--- config.mk ---
export PLATFORM = sky130hd
export DESIGN_NAME = run_avg_filter
export DESIGN_NICKNAME = d
export VERILOG_FILES = /design/src/rtl/avgf_pkg.sv /design/src/rtl/avgf_depth_dec.sv /design/src/rtl/avgf_step.sv /design/src/rtl/avgf_state.sv /design/src/rtl/run_avg_filter.sv
export SDC_FILE = /design/constraint.sdc
export NUM_CORES = 1
export LEC_CHECK = 0
export ABC_AREA = 1
export BUFFER_PORTS_ARGS = -buffer_cell sky130_fd_sc_hd__buf_2
export CORE_ASPECT_RATIO = 1.5
export CORE_MARGIN = 2
export CORE_UTILIZATION = 35
export CTS_CLUSTER_DIAMETER = 30
export DETAILED_ROUTE_END_ITERATION = 7
export PLACE_DENSITY_LB_ADDON = 0.12
export SKIP_CTS_REPAIR_TIMING = 1
export SLEW_MARGIN = 20
export SYNTH_ARGS = -nofsm -noshare
export SYNTH_HDL_FRONTEND = slang
export SYNTH_SLANG_ARGS = --single-unit
--- constraint.sdc ---
create_clock -name clk -period 3.46 [get_ports clk]
set_input_delay 0.173 -clock clk [delete_from_list [all_inputs] [get_ports clk]]
set_output_delay 0.173 -clock clk [all_outputs]
set_load 0.02 [all_outputs]
--- src/rtl/avgf_pkg.sv ---
// Package avgf_pkg
// Shared widths and helpers for the running average filter.
// Assumes the sample is unsigned and the state is unsigned fixed point.
package avgf_pkg;
    localparam int DATA_W    = 10;  // sample / output width
    localparam int FRAC_W    = 14;  // fraction bits kept in the state
    localparam int CODE_W    = 4;   // depth code width
    localparam int MAX_SHIFT = 8;   // deepest filter, N = 2^MAX_SHIFT

    // Width needed to hold a shift amount from 0 up to MAX_SHIFT
    function automatic int shift_width(input int max_shift);
        return (max_shift < 2) ? 1 : $clog2(max_shift + 1);
    endfunction

    // Mid-scale value for a given data width
    function automatic int mid_scale(input int data_w);
        return 1 << (data_w - 1);
    endfunction
endpackage

--- src/rtl/avgf_depth_dec.sv ---
// Module avgf_depth_dec
// Turns the stored depth code into a right-shift amount (log2 of N).
// Codes above MAX_SHIFT saturate at MAX_SHIFT. Purely combinational.
module avgf_depth_dec #(
    parameter int CODE_W    = 4,
    parameter int MAX_SHIFT = 8,
    parameter int SHIFT_W   = 4
) (
    input  logic [CODE_W-1:0]  code,
    output logic [SHIFT_W-1:0] shift
);
    localparam int CODE_MAX = (1 << CODE_W) - 1;

    generate
        if (CODE_MAX <= MAX_SHIFT) begin : g_no_sat
            // Every code is a legal depth, pass it through
            always_comb shift = SHIFT_W'(code);
        end else begin : g_sat
            // Clamp codes beyond the deepest setting
            always_comb begin
                if (int'(code) > MAX_SHIFT)
                    shift = SHIFT_W'(MAX_SHIFT);
                else
                    shift = SHIFT_W'(code);
            end
        end
    endgenerate
endmodule

--- src/rtl/avgf_step.sv ---
// Module avgf_step
// One recursive averaging step: next = state + (sample<<FRAC_W - state) >>> shift.
// The difference is signed, one bit wider than the state, and the shift is
// arithmetic, so the result stays between state and the scaled sample.
// The output is one bit wider than the state; its top bit is zero for legal inputs.
module avgf_step #(
    parameter int DATA_W  = 10,
    parameter int FRAC_W  = 14,
    parameter int SHIFT_W = 4
) (
    input  logic [DATA_W+FRAC_W-1:0] state,
    input  logic [DATA_W-1:0]        sample,
    input  logic [SHIFT_W-1:0]       shift,
    output logic [DATA_W+FRAC_W:0]   next_ext,
    output logic [DATA_W+FRAC_W-1:0] target
);
    localparam int ACC_W = DATA_W + FRAC_W;

    logic signed [ACC_W:0] target_s;
    logic signed [ACC_W:0] state_s;
    logic signed [ACC_W:0] diff;
    logic signed [ACC_W:0] delta;
    logic signed [ACC_W:0] sum;

    // Scale the sample onto the state grid and form the signed step
    always_comb begin
        target   = {sample, {FRAC_W{1'b0}}};
        target_s = $signed({1'b0, target});
        state_s  = $signed({1'b0, state});
        diff     = target_s - state_s;
        delta    = diff >>> shift;
        sum      = state_s + delta;
        next_ext = sum;
    end
endmodule

--- src/rtl/avgf_state.sv ---
// Module avgf_state
// Holds the 24-bit fixed-point filter state. Priority per edge:
// chip reset, reset command, host preload, sample update, hold.
// Assumes rst_n is held low for at least two clock edges.
module avgf_state #(
    parameter int DATA_W = 10,
    parameter int FRAC_W = 14
) (
    input  logic                     clk,
    input  logic                     rst_n,
    input  logic                     soft_rst,
    input  logic                     wr_en,
    input  logic [DATA_W-1:0]        wr_data,
    input  logic                     upd_en,
    input  logic [DATA_W+FRAC_W-1:0] upd_val,
    output logic [DATA_W+FRAC_W-1:0] state
);
    localparam int ACC_W = DATA_W + FRAC_W;
    localparam logic [ACC_W-1:0] MID_STATE =
        {DATA_W'(avgf_pkg::mid_scale(DATA_W)), {FRAC_W{1'b0}}};

    // State register with reset, preload and update in priority order
    always_ff @(posedge clk) begin
        if (!rst_n || soft_rst)
            state <= MID_STATE;
        else if (wr_en)
            state <= {wr_data, {FRAC_W{1'b0}}};
        else if (upd_en)
            state <= upd_val;
    end

    // A reset command leaves mid-scale on the next cycle
    assert_reset_cmd_midscale_R2: assert property (@(posedge clk) disable iff (!rst_n)
        $past(soft_rst) |-> state == MID_STATE);

    // A chip reset leaves mid-scale once reset releases
    assert_reset_midscale_R1: assert property (@(posedge clk) disable iff (!rst_n)
        !$past(rst_n) |-> state == MID_STATE);

    // A preload lands as integer part with a cleared fraction
    assert_preload_exact_R7: assert property (@(posedge clk) disable iff (!rst_n)
        ($past(rst_n) && $past(wr_en) && !$past(soft_rst))
            |-> state == {$past(wr_data), {FRAC_W{1'b0}}});

    // With no strobe the state holds
    assert_idle_hold_R8: assert property (@(posedge clk) disable iff (!rst_n)
        ($past(rst_n) && !$past(upd_en) && !$past(wr_en) && !$past(soft_rst))
            |-> $stable(state));
endmodule

--- src/rtl/run_avg_filter.sv ---
// Module run_avg_filter
// Single-channel programmable running average filter. A depth code register
// selects N = 2^code (saturating at 2^MAX_SHIFT); each sample strobe folds the
// sample into a fixed-point state; the integer part is the current data value.
// Assumes a synchronous active-low reset held for at least two edges.
module run_avg_filter #(
    parameter int DATA_W    = avgf_pkg::DATA_W,
    parameter int FRAC_W    = avgf_pkg::FRAC_W,
    parameter int CODE_W    = avgf_pkg::CODE_W,
    parameter int MAX_SHIFT = avgf_pkg::MAX_SHIFT
) (
    input  logic              clk,
    input  logic              rst_n,
    input  logic              soft_rst,
    input  logic              cfg_we,
    input  logic [CODE_W-1:0] cfg_code,
    input  logic              smp_vld,
    input  logic [DATA_W-1:0] smp_data,
    input  logic              wr_en,
    input  logic [DATA_W-1:0] wr_data,
    output logic [DATA_W-1:0] cur_data
);
    localparam int ACC_W   = DATA_W + FRAC_W;
    localparam int SHIFT_W = avgf_pkg::shift_width(MAX_SHIFT);

    logic [CODE_W-1:0]  depth_code;
    logic [SHIFT_W-1:0] shift;
    logic [ACC_W-1:0]   state;
    logic [ACC_W:0]     next_ext;
    logic [ACC_W-1:0]   target;
    logic [ACC_W-1:0]   lo_bound;
    logic [ACC_W-1:0]   hi_bound;

    // Depth code register, cleared by either reset
    always_ff @(posedge clk) begin
        if (!rst_n || soft_rst)
            depth_code <= '0;
        else if (cfg_we)
            depth_code <= cfg_code;
    end

    avgf_depth_dec #(
        .CODE_W   (CODE_W),
        .MAX_SHIFT(MAX_SHIFT),
        .SHIFT_W  (SHIFT_W)
    ) u_dec (
        .code (depth_code),
        .shift(shift)
    );

    avgf_step #(
        .DATA_W (DATA_W),
        .FRAC_W (FRAC_W),
        .SHIFT_W(SHIFT_W)
    ) u_step (
        .state   (state),
        .sample  (smp_data),
        .shift   (shift),
        .next_ext(next_ext),
        .target  (target)
    );

    avgf_state #(
        .DATA_W(DATA_W),
        .FRAC_W(FRAC_W)
    ) u_state (
        .clk     (clk),
        .rst_n   (rst_n),
        .soft_rst(soft_rst),
        .wr_en   (wr_en),
        .wr_data (wr_data),
        .upd_en  (smp_vld),
        .upd_val (next_ext[ACC_W-1:0]),
        .state   (state)
    );

    // Output is the integer part of the state, fraction truncated
    assign cur_data = state[ACC_W-1:FRAC_W];

    // Bounds of a legal update, used only by the checks below
    always_comb begin
        lo_bound = (state < target) ? state : target;
        hi_bound = (state < target) ? target : state;
    end

    // Updates stay between old state and scaled sample and never carry out
    assert_update_in_range_R10: assert property (@(posedge clk) disable iff (!rst_n)
        smp_vld |-> (next_ext[ACC_W] == 1'b0)
                 && (next_ext[ACC_W-1:0] >= lo_bound)
                 && (next_ext[ACC_W-1:0] <= hi_bound));

    // Codes past the deepest setting decode to the deepest shift
    assert_code_saturates_R5: assert property (@(posedge clk) disable iff (!rst_n)
        (int'(depth_code) > MAX_SHIFT) |-> shift == SHIFT_W'(MAX_SHIFT));

    // A depth code write alone leaves the state untouched
    assert_cfg_keeps_state_R9: assert property (@(posedge clk) disable iff (!rst_n)
        ($past(rst_n) && $past(cfg_we) && !$past(smp_vld) && !$past(wr_en) && !$past(soft_rst))
            |-> $stable(state));
endmodule

==> results of run 1 <==
## power by group through the flow
stage / clock network [mW] / logic (mW) / registers (mW)
after floorplan: 0 / 0.696 / 0.354
after global placement: 0 / 1.31 / 0.354
after detailed placement: 0 / 1.31 / 0.354
after CTS: 0.395 / 1.32 / 0.346
after global routing: 0.398 / 1.99 / 0.349
final: 0.385 / 1.85 / 0.348
## kinds of logic after synthesis
| logic type | count (synthesis) |
|---|---|
| buffers and inverters | 127 |
| xor gates and xnor gates | 28 |
| muxes | 2 |
| DFF | 28 |
| adders and majority gates | 35 |
| AOI/OAI and AO/OA | 177 |
| and+or+nand+nor | 315 |
## state kept, by name, indices dropped and copies added, names as in the netlist
register	flops
depth_code	4
u_state.state	24
## path summary, 6_finish.rpt
check             cells past startpoint                              to  slack (ns)                           start
setup / recovery                     27  u_state.state[21]$_SDFFE_PP0P_       -0.28  u_state.state[14]$_SDFFE_PP0P_
setup reg to reg                     27  u_state.state[21]$_SDFFE_PP0P_       -0.28  u_state.state[14]$_SDFFE_PP0P_
hold reg to reg                       2      depth_code[0]$_SDFFE_PP0P_        0.48      depth_code[0]$_SDFFE_PP0P_
hold / removal                        3      depth_code[0]$_SDFFE_PP0P_        0.12                     cfg_code[0]
## worst max-delay path: cells and delay by family, from the launching register on
kind	cells	cell delay, ns
DFF	1	0.34
xor gates and xnor gates	1	0.20
adders and majority gates	2	0.57
and+or+nand+nor	15	1.53
AOI/OAI and AO/OA	5	0.67
buffers and inverters	4	0.28
## placed cells by master, fill, tap and decap left out, drive strengths merged, types with 2 or more instances in the layout
cell / n
o31ai: 2
o221ai: 2
nand2: 173
o211ai: 2
a21oi: 60
xnor2: 10
mux2i: 2
o21a: 4
buf: 228
a21boi: 9
a221oi: 2
nand3: 57
o21bai: 5
o21ai: 69
a21o: 2
inv: 101
a211oi: 3
a31oi: 11
clkbuf: 3
ha: 34
nor2: 59
xor2: 18
dfxtp: 28
or2: 6
a22oi: 3
nand4: 8
nor3: 11
## synthesized netlist by cell type (all sizes together)
library cell / count / area (sq um)
a211oi: 3 / 22.5
a21boi: 9 / 67.6
a21o: 2 / 15.0
a21oi: 60 / 300
a221oi: 2 / 17.5
a22oi: 3 / 22.5
a311oi: 1 / 8.76
a31oi: 11 / 68.8
a32o: 1 / 10.0
buf: 16 / 108
clkbuf: 10 / 37.5
dfxtp: 28 / 561
fa: 1 / 20.0
ha: 34 / 425
inv: 101 / 379
mux2i: 2 / 20.0
nand2: 173 / 672
nand3: 57 / 290
nand4: 8 / 50.1
nor2: 59 / 234
nor3: 11 / 60.1
nor4: 1 / 6.26
o211ai: 2 / 15.0
o21a: 4 / 30.0
o21ai: 69 / 349
o21bai: 5 / 48.8
o221a: 1 / 11.3
o221ai: 2 / 17.5
o31ai: 2 / 15.0
or2: 6 / 37.5
xnor2: 10 / 87.6
xor2: 18 / 165
## stage by stage
stage / std cells / hold slack [ns] / power [mW]
2_1_floorplan: 712 / 0.313 / 1.05
3_3_place_gp: 1045 / 0.421 / 1.66
3_5_place_dp: 1045 / 0.420 / 1.66
4_1_cts: 1049 / 0.121 / 2.06
5_1_grt: 1068 / 0.133 / 2.74
6_report: 1068 / 0.119 / 2.58
## routing by layer
layer | up-vias | routed length [um] | global-route usage (%)
li1 | 2782 | - | -
met1 | 2610 | 6350 | 25.4
met2 | 159 | 9610 | 49.6
met3 | 49 | 511 | 2.13
met4 | 0 | 868 | 14.3
met5 | - | 0 | 0
## layout make-up
type / instances / area [sq um] / area share (%)
Multi-Input combinational cell: 557 / 4190 / 59.0
Timing Repair Buffer: 228 / 1670 / 23.5
Sequential cell: 28 / 563 / 7.93
Inverter: 101 / 384 / 5.41
Tap cell: 150 / 188 / 2.64
Clock buffer: 3 / 75.1 / 1.06
Clock inverter: 1 / 30.0 / 0.423
==> metrics.md, run 1 <==
| Metric | Value |
|---|---|
| Synth Area in Adders | `10.7%` |
| Ant diodes | `0` |
| Initial Utilization | `36.0%` |
| Ratio of routed vias to standard cells | `5.24` |
| CTS tree | `done` |
| Slew Viols, Final | `0` |
| RSZ-0062 raised after global routing | `true` |
| Final Hold Vio Count | `0` |
| Post-synthesis cell type count | `47` |
| Switching Share | `44.5%` |
| Final setup margin | `-0.284 ns` |
| Clock power share | `14.9%` |
| Most common cell on crit path | `nand2_2` |
| PwrDens | `364 mW/mm^2` |
| Sink Count | `28` |
| Worst VDD drop | `0.294 mV` |
| Setup Total Neg Slack | `-2.05 ns` |
| Final setup violation count | `14` |
| Remaining DRCs | `0` |
| Ys Warns | `0` |
| Grt ovf | `0` |
| Synthesized instance count | `712` |
| Register area share after synthesis | `13.4%` |
| Final Util | `61.3%` |
| Worst slew pin tran | `0.726 ns` |
| Critical path launch point type | `flip-flop` |
| Placed Area | `0.00570 sq mm` |
| Num CTS Buffers | `3` |
| Cell row count | `48` |
| Crit path arrival time | `3.90 ns` |
| LEAKAGE | `3.47 nW` |
| Initial antenna violation count | `0` |
| Root buf cell | `clkbuf_16` |
| Dpl ws | `-0.607 ns` |
| First-pass GRT wire length | `24,900 um` |
| Largest net degree at the start of global routing | `25` |
| Largest family of logic cells by synthesized area | `simple AND/OR/NAND/NOR gates` |
| Critical Path Sink Type | `flip-flop` |
| Worst Path Required | `3.61 ns` |
| Final non-filler cell area | `0.00710 sq mm` |
| Hold WC Path Type | `in2reg` |
| Synth Area in Simple Gates | `32.4%` |
| Final GP Congestion | `0.935` |
| Period utilization | `108%` |
| Post-Synth XOR/XNOR Area | `6.06%` |
| Synth Area in Compound Gates | `24.4%` |
| Via count | `5,600` |
| Worst slew margin | `51.4%` |
| Sw power | `1.15 mW` |
| GRT Util Overall | `25.1%` |
| Die footprint | `0.0128 sq mm` |
| Post-synthesis mux area share | `0.480%` |
| Antenna Nets Post-Route | `0` |
| Power Internal | `1.43 mW` |
| Starting DRC count in detailed routing | `251` |
| Fin Clk Skew | `0.00757 ns` |
| Crit-path slowest cell | `dfxtp_2` |
| Fraction of layout cells with a size suffix above 1 | `48.4%` |
| Slowest cell delay on critical path | `0.34 ns` |
| Post-DR wirelength/cell | `16.2 um` |
| Longest Clk Path Bufs | `2` |
| Nets@finish | `984` |
| Worst skew pair latency | `0.29 ns` |
| Flops & latches, synth | `28` |
| Area of the core | `0.0116 sq mm` |
| Die Span Y | `138 um` |
| Register share of total power | `13.5%` |
| Failing checks | `negative setup slack` |
| Ports | `40` |
| Area growth, synth to finish | `70.2%` |
| CP Max Fanout | `5` |
| Status | `finished, violations left` |
| Syn nets | `777` |
| Min cycle time layout | `3.74 ns` |
| Port Buffers | `39` |
| Worst Path Class, Setup | `reg2reg` |
| Reg clk slew, reported paths | `0.09 ns` |
| Final HPWL DP | `13,400 um` |
| Vias in the first global route | `5,202` |
| Fillers | `1,064` |
| First drt pass iteration count | `7` |
| Syn avg cell area | `5.86 sq um` |
| CTS H-tree lvls | `1` |
| Max-cap violations | `0` |
| Die width | `93.2 um` |
| Combinational share of power | `71.6%` |
| Total Wirelength | `17,300 um` |
| Maximum clock frequency | `267 MHz` |
| Cell Area, Synth | `0.00417 sq mm` |
No activity file was read; power rests on OpenSTA's default activity.
==> run 2: changes to the inputs <==
--- a/config.mk
+++ b/config.mk
@@ -9,7 +9,7 @@
 export BUFFER_PORTS_ARGS = -buffer_cell sky130_fd_sc_hd__buf_2
 export CORE_ASPECT_RATIO = 1.5
 export CORE_MARGIN = 2
-export CORE_UTILIZATION = 35
+export CORE_UTILIZATION = 25
 export CTS_CLUSTER_DIAMETER = 30
 export DETAILED_ROUTE_END_ITERATION = 7
 export PLACE_DENSITY_LB_ADDON = 0.12
==> metrics.md, run 2 (same netlist as run 1, synthesis figures left out) <==
| Metric | Value |
|---|---|
| Max reg flops | `24 (unchanged)` |
| Post-DR wirelength/cell | `16.3 um (+0.55%)` |
| Status | `finished, violations left` |
| Final Hold Vio Count | `0 (unchanged)` |
| Reg clk slew, reported paths | `0.09 ns (about the same)` |
| RSZ-0062 raised after global routing | `true` |
| Worst slew pin tran | `0.892 ns (+0.166 ns)` |
| CTS tree | `done` |
| Commonest cells after routing, fill and taps aside | `buf_4 (182), nand2_1 (139), inv_1 (85)` |
| Fillers | `1,733 (+63%)` |
| Fin Clk Skew | `0.00339 ns (-0.00419 ns)` |
| Port Buffers | `39 (unchanged)` |
| Critical path launch point type | `flip-flop` |
| Root buf cell | `clkbuf_16` |
| Slew Viols, Final | `0 (unchanged)` |
| Worst skew pair latency | `0.28 ns (about the same)` |
| Area growth, synth to finish | `70.0%` |
| Final HPWL DP | `15,100 um (+13%)` |
| Die footprint | `0.0178 sq mm (+38%)` |
| Worst VDD drop | `0.207 mV (-30%)` |
| Min cycle time layout | `3.80 ns (+0.0543 ns)` |
| Slowest cell delay on critical path | `0.34 ns (about the same)` |
| Longest Clk Path Bufs | `2 (unchanged)` |
| Cell Count Post-Placement | `1,108 (+6.0%)` |
| CP Max Fanout | `4 (-1)` |
| Cell family with most CP delay | `simple AND/OR/NAND/NOR gates` |
| Num CTS Buffers | `3 (unchanged)` |
| GRT Util Overall | `20.1% (-5.0 points)` |
| Final GP Congestion | `0.905 (-3.2%)` |
| Sink Count | `28 (unchanged)` |
| Fraction of layout cells with a size suffix above 1 | `47.6% (-0.81 points)` |
| Cell Count, Final, Fillers Out | `1,127 (+5.5%)` |
| Worst path bufs/invs | `5 (+1)` |
| PwrDens | `354 mW/mm^2 (-2.7%)` |
| Ant diodes | `0 (unchanged)` |
| First-pass GRT wire length | `27,500 um (+10%)` |
| Antenna Nets Post-Route | `0 (unchanged)` |
| Ports | `40 (unchanged)` |
| Largest net degree at the start of global routing | `28 (+12%)` |
| Area of the core | `0.0163 sq mm (+40%)` |
| First drt pass iteration count | `5 (-2)` |
| Top reg by flops | `u_state.state` |
| Hold WC Path Type | `in2reg` |
| Starting DRC count in detailed routing | `237 (-5.6%)` |
| Vias in the first global route | `5,376 (+3.3%)` |
| Failing checks | `negative setup slack` |
| Biggest regs | `u_state.state (24), depth_code (4)` |
| Initial Utilization | `25.7% (-10 points)` |
| Worst Path Required | `3.61 ns (about the same)` |
| Worst Path Class, Setup | `reg2reg` |
| Max-cap violations | `0 (unchanged)` |
| Crit-path slowest cell | `dfxtp_2` |
| Nets@finish | `987 (+0.30%)` |
| Crit path arrival time | `3.95 ns (+0.05 ns)` |
| Grt ovf | `0 (unchanged)` |
| Initial antenna violation count | `0 (unchanged)` |
| Die Span Y | `162 um (+18%)` |
| Final Util | `43.6% (-18 points)` |
| Worst slew margin | `40.3% (-11 points)` |
| Cell row count | `57 (+19%)` |
| Die width | `109 um (+18%)` |
| Total Wirelength | `18,400 um (+6.1%)` |
| Via count | `5,458 (-2.5%)` |
| Commonest non-fill, non-tap cell in the layout | `buf_4` |
| Period utilization | `110% (+1.6 points)` |
| Maximum clock frequency | `263 MHz (-1.4%)` |
| LEAKAGE | `3.50 nW (+0.88%)` |
| Critical Path Sink Type | `flip-flop` |
| Final setup violation count | `12 (-2)` |
| Ratio of routed vias to standard cells | `4.84 (-7.6%)` |
| Remaining DRCs | `0 (unchanged)` |
| Final setup margin | `-0.338 ns (-0.0543 ns)` |
| CTS H-tree lvls | `1 (unchanged)` |
## run 2: changes by cell type in the layout (fill, tap and decap cells not counted), sizes merged
cell  previous run  this run
buf            228       231
## run 2: final timing paths
| check | cells past startpoint | slack (ns) | endpoint | startpoint |
|---|---|---|---|---|
| max | 29 | -0.34 | u_state.state[22]$_SDFFE_PP0P_ | u_state.state[14]$_SDFFE_PP0P_ |
| min | 3 | 0.12 | u_state.state[23]$_SDFFE_PP1P_ | wr_data[9] |
| max reg2reg | 29 | -0.34 | u_state.state[22]$_SDFFE_PP0P_ | u_state.state[14]$_SDFFE_PP0P_ |
| min reg2reg | 2 | 0.48 | depth_code[0]$_SDFFE_PP0P_ | depth_code[0]$_SDFFE_PP0P_ |
## run 2: worst min-delay path, stage by stage
cell and delay, ns:
buf_2 0.08, a221oi_1 0.07, nand2_1 0.06
## run 2: metrics by stage
stage | cell area, sq um | setup TNS [ns] | setup slack (ns) | total power, mW | hold slack (ns)
global route | 7090 | -6.15 | -0.596 | 2.68 | 0.137
global placement | 5820 | -6.95 | -0.630 | 1.68 | 0.417
finish | 7090 | -2.06 | -0.338 | 2.51 | 0.125
CTS | 5930 | -7.79 | -0.663 | 2.08 | 0.121
floorplan | 4170 | 0 | 0.0940 | 1.05 | 0.313
detailed placement | 5820 | -7.09 | -0.626 | 1.68 | 0.419
## run 2: final cells by class
class | count | area [sq um] | area share, %
multi-input combinational | 557 | 4100 | 57.8
timing repair buffer | 231 | 1680 | 23.7
sequential | 28 | 566 | 7.97
inverter | 101 | 384 | 5.42
tap | 206 | 258 | 3.63
clock buffer | 3 | 75.1 | 1.06
clock inverter | 1 | 30.0 | 0.423
## run 2: power by group
part | internal (mW) | switching, mW | leakage, nW
clock network | 0.232 | 0.155 | 0.0511
registers | 0.336 | 0.0121 | 0.230
logic | 0.826 | 0.949 | 3.21
## run 2: per-layer routing
| metal | track usage, % | vias up | routed length [um] |
|---|---|---|---|
| li1 | - | 2780 | - |
| met1 | 21.7 | 2518 | 6960 |
| met2 | 38.8 | 114 | 10100 |
| met3 | 1.52 | 46 | 479 |
| met4 | 8.63 | 0 | 838 |
| met5 | 0 | - | 0 |
